==> src/rtl/busreq_pkg.sv <==
package busreq_pkg;

    typedef enum logic [2:0] {
        ST_IDLE,
        ST_REQ,
        ST_GNT,
        ST_OWN,
        ST_FLOAT,
        ST_DRAIN,
        ST_HOLD
    } seq_state_t;

endpackage

==> src/rtl/busreq_satcnt.sv <==
module busreq_satcnt #(
    parameter int MAX        = 64,
    parameter bit RESET_FULL = 1'b0
) (
    input  logic                         clk,
    input  logic                         rst_n,
    input  logic                         clr,
    input  logic                         inc,
    output logic [$clog2(MAX+1)-1:0]     cnt,
    output logic                         full
);
    localparam int W = $clog2(MAX + 1);
    localparam logic [W-1:0] MAXV = W'(MAX);

    assign full = (cnt == MAXV);

    always_ff @(posedge clk or negedge rst_n) begin
        if (!rst_n)
            cnt <= RESET_FULL ? MAXV : '0;
        else if (clr)
            cnt <= '0;
        else if (inc && !full)
            cnt <= cnt + W'(1);
    end

    // R8/R9 counters step by exactly one on a qualifying edge
    assert_count_step_R9: assert property (@(posedge clk) disable iff (!rst_n)
        (!clr && inc && !full) |=> (cnt == $past(cnt) + W'(1)));

endmodule

==> src/rtl/busreq_fsm.sv <==
module busreq_fsm
    import busreq_pkg::*;
(
    input  logic        clk,
    input  logic        rst_n,
    input  logic        rise_en,
    input  logic        fall_en,
    input  logic        grant_n,
    input  logic        cyc_active,
    input  logic        want,
    input  logic        done,
    input  logic        pre_full,
    input  logic        gap_full,
    output seq_state_t  state,
    output logic        req_n,
    output logic        drv_en,
    output logic        preempt_err
);
    seq_state_t nxt;

    always_comb begin
        nxt = state;
        unique case (state)
            ST_IDLE:  if (fall_en && want)                nxt = ST_REQ;
            ST_REQ:   if (rise_en && !grant_n)            nxt = ST_GNT;
            ST_GNT:   if (fall_en)                        nxt = ST_OWN;
            ST_OWN:   if (fall_en && (done || pre_full))
                          nxt = cyc_active ? ST_DRAIN : ST_FLOAT;
            ST_FLOAT: if (rise_en)                        nxt = ST_HOLD;
            ST_DRAIN: if (rise_en && !cyc_active)         nxt = ST_HOLD;
            ST_HOLD:  if (gap_full)                       nxt = ST_IDLE;
            default:                                      nxt = ST_IDLE;
        endcase
    end

    always_ff @(posedge clk or negedge rst_n) begin
        if (!rst_n) state <= ST_IDLE;
        else        state <= nxt;
    end

    always_comb begin
        req_n  = 1'b1;
        drv_en = 1'b0;
        unique case (state)
            ST_REQ, ST_GNT:     req_n  = 1'b0;
            ST_OWN: begin
                                req_n  = 1'b0;
                                drv_en = 1'b1;
            end
            ST_FLOAT, ST_DRAIN: drv_en = 1'b1;
            default: ;
        endcase
    end

    always_ff @(posedge clk or negedge rst_n) begin
        if (!rst_n)
            preempt_err <= 1'b0;
        else if (state == ST_IDLE && nxt == ST_REQ)
            preempt_err <= 1'b0;
        else if (state == ST_OWN && pre_full)
            preempt_err <= 1'b1;
    end

    assert_req_edge_R2: assert property (@(posedge clk) disable iff (!rst_n)
        ($fell(req_n) || $rose(req_n)) |-> $past(fall_en));

    assert_drive_on_R4: assert property (@(posedge clk) disable iff (!rst_n)
        $rose(drv_en) |-> ($past(fall_en) && !req_n));

    assert_drive_off_R6: assert property (@(posedge clk) disable iff (!rst_n)
        $fell(drv_en) |-> ($past(rise_en) && req_n));

    assert_err_owning_R8: assert property (@(posedge clk) disable iff (!rst_n)
        $rose(preempt_err) |-> $past(!req_n));

endmodule

==> src/rtl/busreq_sequencer.sv <==
module busreq_sequencer
    import busreq_pkg::*;
#(
    parameter int PREEMPT_LIMIT = 64,
    parameter int HOLDOFF_CLKS  = 2
) (
    input  logic clk,
    input  logic rst_n,
    input  logic rise_en,
    input  logic fall_en,
    input  logic grant_n,
    input  logic cyc_active,
    input  logic want,
    input  logic done,
    output logic req_n,
    output logic drv_en,
    output logic preempt_err
);
    localparam int PW = $clog2(PREEMPT_LIMIT + 1);
    localparam int GW = $clog2(HOLDOFF_CLKS + 1);

    seq_state_t        state;
    logic [PW-1:0]     pre_cnt;
    logic [GW-1:0]     gap_cnt;
    logic              pre_full;
    logic              gap_full;
    logic              pre_inc;
    logic              gap_inc;
    logic              owning;

    assign owning  = (state == ST_OWN);
    assign pre_inc = rise_en && grant_n && owning;
    assign gap_inc = rise_en && (state == ST_FLOAT || state == ST_DRAIN || state == ST_HOLD);

    busreq_satcnt #(.MAX(PREEMPT_LIMIT), .RESET_FULL(1'b0)) u_preempt (
        .clk   (clk),
        .rst_n (rst_n),
        .clr   (!owning),
        .inc   (pre_inc),
        .cnt   (pre_cnt),
        .full  (pre_full)
    );

    busreq_satcnt #(.MAX(HOLDOFF_CLKS), .RESET_FULL(1'b1)) u_gap (
        .clk   (clk),
        .rst_n (rst_n),
        .clr   (owning),
        .inc   (gap_inc),
        .cnt   (gap_cnt),
        .full  (gap_full)
    );

    busreq_fsm u_fsm (
        .clk         (clk),
        .rst_n       (rst_n),
        .rise_en     (rise_en),
        .fall_en     (fall_en),
        .grant_n     (grant_n),
        .cyc_active  (cyc_active),
        .want        (want),
        .done        (done),
        .pre_full    (pre_full),
        .gap_full    (gap_full),
        .state       (state),
        .req_n       (req_n),
        .drv_en      (drv_en),
        .preempt_err (preempt_err)
    );

    assert_holdoff_R9: assert property (@(posedge clk) disable iff (!rst_n)
        $fell(req_n) |-> gap_full);

    assert_force_release_R8: assert property (@(posedge clk) disable iff (!rst_n)
        (owning && pre_full && fall_en) |=> req_n);

    assert_reset_values_R1: assert property (@(posedge clk) disable iff (!rst_n)
        (state == ST_IDLE) |-> (req_n && !drv_en));

endmodule

==> config.mk <==
export PLATFORM = sky130hd
export DESIGN_NAME = busreq_sequencer
export DESIGN_NICKNAME = d
export VERILOG_FILES = /design/src/rtl/busreq_pkg.sv /design/src/rtl/busreq_satcnt.sv /design/src/rtl/busreq_fsm.sv /design/src/rtl/busreq_sequencer.sv
export SDC_FILE = /design/constraint.sdc
export NUM_CORES = 1
export LEC_CHECK = 0
export BUFFER_PORTS_ARGS = -buffer_cell sky130_fd_sc_hd__buf_2
export CAP_MARGIN = 20
export CORE_MARGIN = 8
export CORE_UTILIZATION = 44
export DETAILED_ROUTE_END_ITERATION = 7
export GPL_TIMING_DRIVEN = 0
export MAX_ROUTING_LAYER = met4
export SLEW_MARGIN = 5
export SYNTH_ARGS = -nofsm -noshare
export SYNTH_HDL_FRONTEND = slang
export SYNTH_SLANG_ARGS = --single-unit
==> constraint.sdc <==
create_clock -name clk -period 2 [get_ports clk]
set_clock_uncertainty 0.15 [all_clocks]
set_input_delay 0.4 -clock clk [delete_from_list [all_inputs] [get_ports clk]]
set_output_delay 0.4 -clock clk [all_outputs]
set_load 0.01 [all_outputs]
==> results.md <==
- Layout cells sized above 1: 0.255
- Slowest cell on crit path: dfrtp_1
- Placer Congestion: 0.845
- Top sig layer: met4
- First-pass GRT wire length: 3.21 mm
- Crit path DAT: 1.36 ns
- Yosys warnings: 0
- Placement Rows: 16
- Netlist cell types: 37
- Most used DFF post-synth: dfrtp_1
- Setup violations, final: 0
- CP max FO: 10
- CP required: 1.45 ns
- Synth Cell Area: 843 um2
- Die area: 3570 um2
- Slew Limit Fails: 0
- Seq cells post-synth: 13
- Fin util: 0.521
- Sw Share: 0.417
- Most frequent cells in the layout: dfrtp_1 (12), buf_2 (11), nand2_1 (10), o21ai_0 (7), a21oi_1 (6)
- CP delay by family, top: buffers and inverters
- Power Total: 1.09 mW
- Syn_area_per_cell: 9.58 um2
- Met2 wire length: 910 um
- Crit. End Element: output pin
- Mapped Nets: 99
- Finished Cell Area: 980 um2
- CTS root buf: clkbuf_4
- Final Cycle Share: 0.955
- Reg power frac: 0.357
- P&R area growth vs syn: 16.2%
- Ys async rst share: 1.00
- CTS Sinks: 13
- Hold Path Cell Cnt: 4
- # Max-Cap Violations: 0
- Wire length on met1: 867 um
- Fin. Hold Viols: 0
- Crit-path cells: buf_4, inv_4, nand3_4, o21ai_0, buf_2
- Drt pass-1 iters: 4
- Layout Cells excl Fill: 129
- P_int: 0.636 mW
- RSZ-0062 raised after global routing: false
- Total Neg Setup Slack: 0 ns
- Pin count of the biggest net entering global routing: 14
- Slowest stage delay, CP: 0.42 ns
- Port buffer count: 9
- Synth top area cells: dfrtp_1 (36%), mux2i_1 (4.7%), ha_1 (4.5%)
- Critical path class: reg2out
- Outcome: complete, no violations
- P_sw: 0.456 mW
- CP startpoint kind: flip-flop
- Total congestion overflow: 0
- Initial drt markers: 16
- Skew-Pair Late Insertion Delay: 0.28 ns
- PnR worst setup slack: 0.0898 ns
- Antenna violations before repair: 0
- Crit path buf inv count: 3
- Number of synthesized flops with an enable pin: 0
- Drt wl/cell: 14.6 um
- Residual DRC: 0
- Fin crit period: 1.91 ns
- Clock tree buffer depth: 2
- Nets: 114
- Initial core utilization: 0.448
- Synth top area share: 0.356
- Placed Cells: 124
- Number of global-route vias before repair: 739
- Gr usage total: 0.121
- H-tree depth: 1
- # diodes: 0
- Seq/Total Area, Yosys: 0.387
- Num CTS Buffers: 3
- Maximum clock frequency: 0.523 GHz
- Dpl ws: 0.153 ns
- Clock-pin slew on the worst setup and hold paths: 0.09 ns
- Comb power frac: 0.482
- Vias after detailed routing: 710
- PD cells: 1110 nW/um2
- Die height: 59.8 um
- Maximum VDD drop: 0.551 mV
- Horiz. Die Dim: 59.8 um
- Commonest non-fill, non-tap cell in the layout: dfrtp_1
- Post-DP Area: 922 um2
- Worst hold path type: in2reg
- Post-detail-place hpwl: 1.42 mm
- Fin Hold WS: 0.358 ns
- I/O pins: 11
- Reg2reg path depth: 5
- Slew headroom: 0.746
- Core Area: 1880 um2
- Leakage: 0.410 nW
- Synth area leader: dfrtp_1
- Post-DRT Antenna Nets: 0
- Vias per inst: 5.50
- Worst Tran Pin Value: 0.380 ns
- Post-Syn Instances: 88
- CP Depth: 5
- Metal3 WL: 67 um
- CTS tree: yes
- Drt total wl: 1.88 mm
- Clock network power share: 0.161
registers in the layout, indices dropped and copies added, names as in the netlist:
name / flops
u_fsm.state: 3
u_gap.cnt: 2
u_preempt.cnt: 7
u_fsm.preempt_err: 1
cells in the mapped netlist (2+ instances only):
library cell and number:
o21ai_0 7, dfrtp_1 12, ha_1 3, a211o_1 2
a21oi_1 6, mux2i_1 4, nand3b_1 2, buf_2 3
nand2_1 10, inv_1 6, a32o_1 2, nor2_1 2
nand3_1 3, or3_1 3
worst paths after layout:
| kind | start | to | slack, ns |
|---|---|---|---|
| max in group asynchronous | rst_n | u_gap.cnt[1] | 1.03 |
| min in group asynchronous | rst_n | u_fsm.state[2] | 0.38 |
| worst max register to register | u_preempt.cnt[0] | u_fsm.state[2] | 0.37 |
| worst max-delay path | u_fsm.state[2] | drv_en | 0.09 |
| worst min-delay path | want | u_fsm.preempt_err | 0.36 |
| worst min register to register | u_fsm.preempt_err | u_fsm.preempt_err | 0.40 |
cells by family (layout without fill, tap and decap cells):
logic type,Yosys count,after routing,share of synthesized area
compound gates,28,28,0.252
fa+ha+maj,3,3,0.0445
buf+inv,11,25,0.0549
flops,13,13,0.387
mux,5,5,0.0608
simple gates,28,28,0.200
worst min-delay path: stages:
cell,delay (ns)
buf_2,0.10
nand4bb_1,0.09
a21oi_1,0.06
nor2_1,0.10
power by group through the flow:
stage / registers [mW] / logic [mW] / clock network [mW]
detailed placement: 0.370 / 0.504 / 0
global placement: 0.367 / 0.499 / 0
floorplan: 0.356 / 0.387 / 0
global route: 0.402 / 0.587 / 0.189
CTS: 0.390 / 0.500 / 0.175
finish: 0.390 / 0.526 / 0.176
repair_timing:
action                     in CTS  in global routing
hold endpoints to repair       12                  0
hold buffers                    1                  0
resized for setup               3                  3
setup endpoints to repair       1                  1
pin swaps                       0                  0
setup buffers                   0                  1
metal layers:
metal,vias up,GRT usage
li1,357,-
met1,338,0.131
met2,10,0.203
met3,5,0.0258
met4,0,0.0612
met5,-,-
area by class of cell:
cell class,count,area [um2]
flip-flops and latches,13,327
multi-input cells,64,483
clock buffers,4,26.3
fillers,192,902
well taps,27,33.8
inverters,6,25.0
plain buffers,4,22.5
repair buffers,11,62.6
Note: power is estimated with default switching activity, not from simulation.
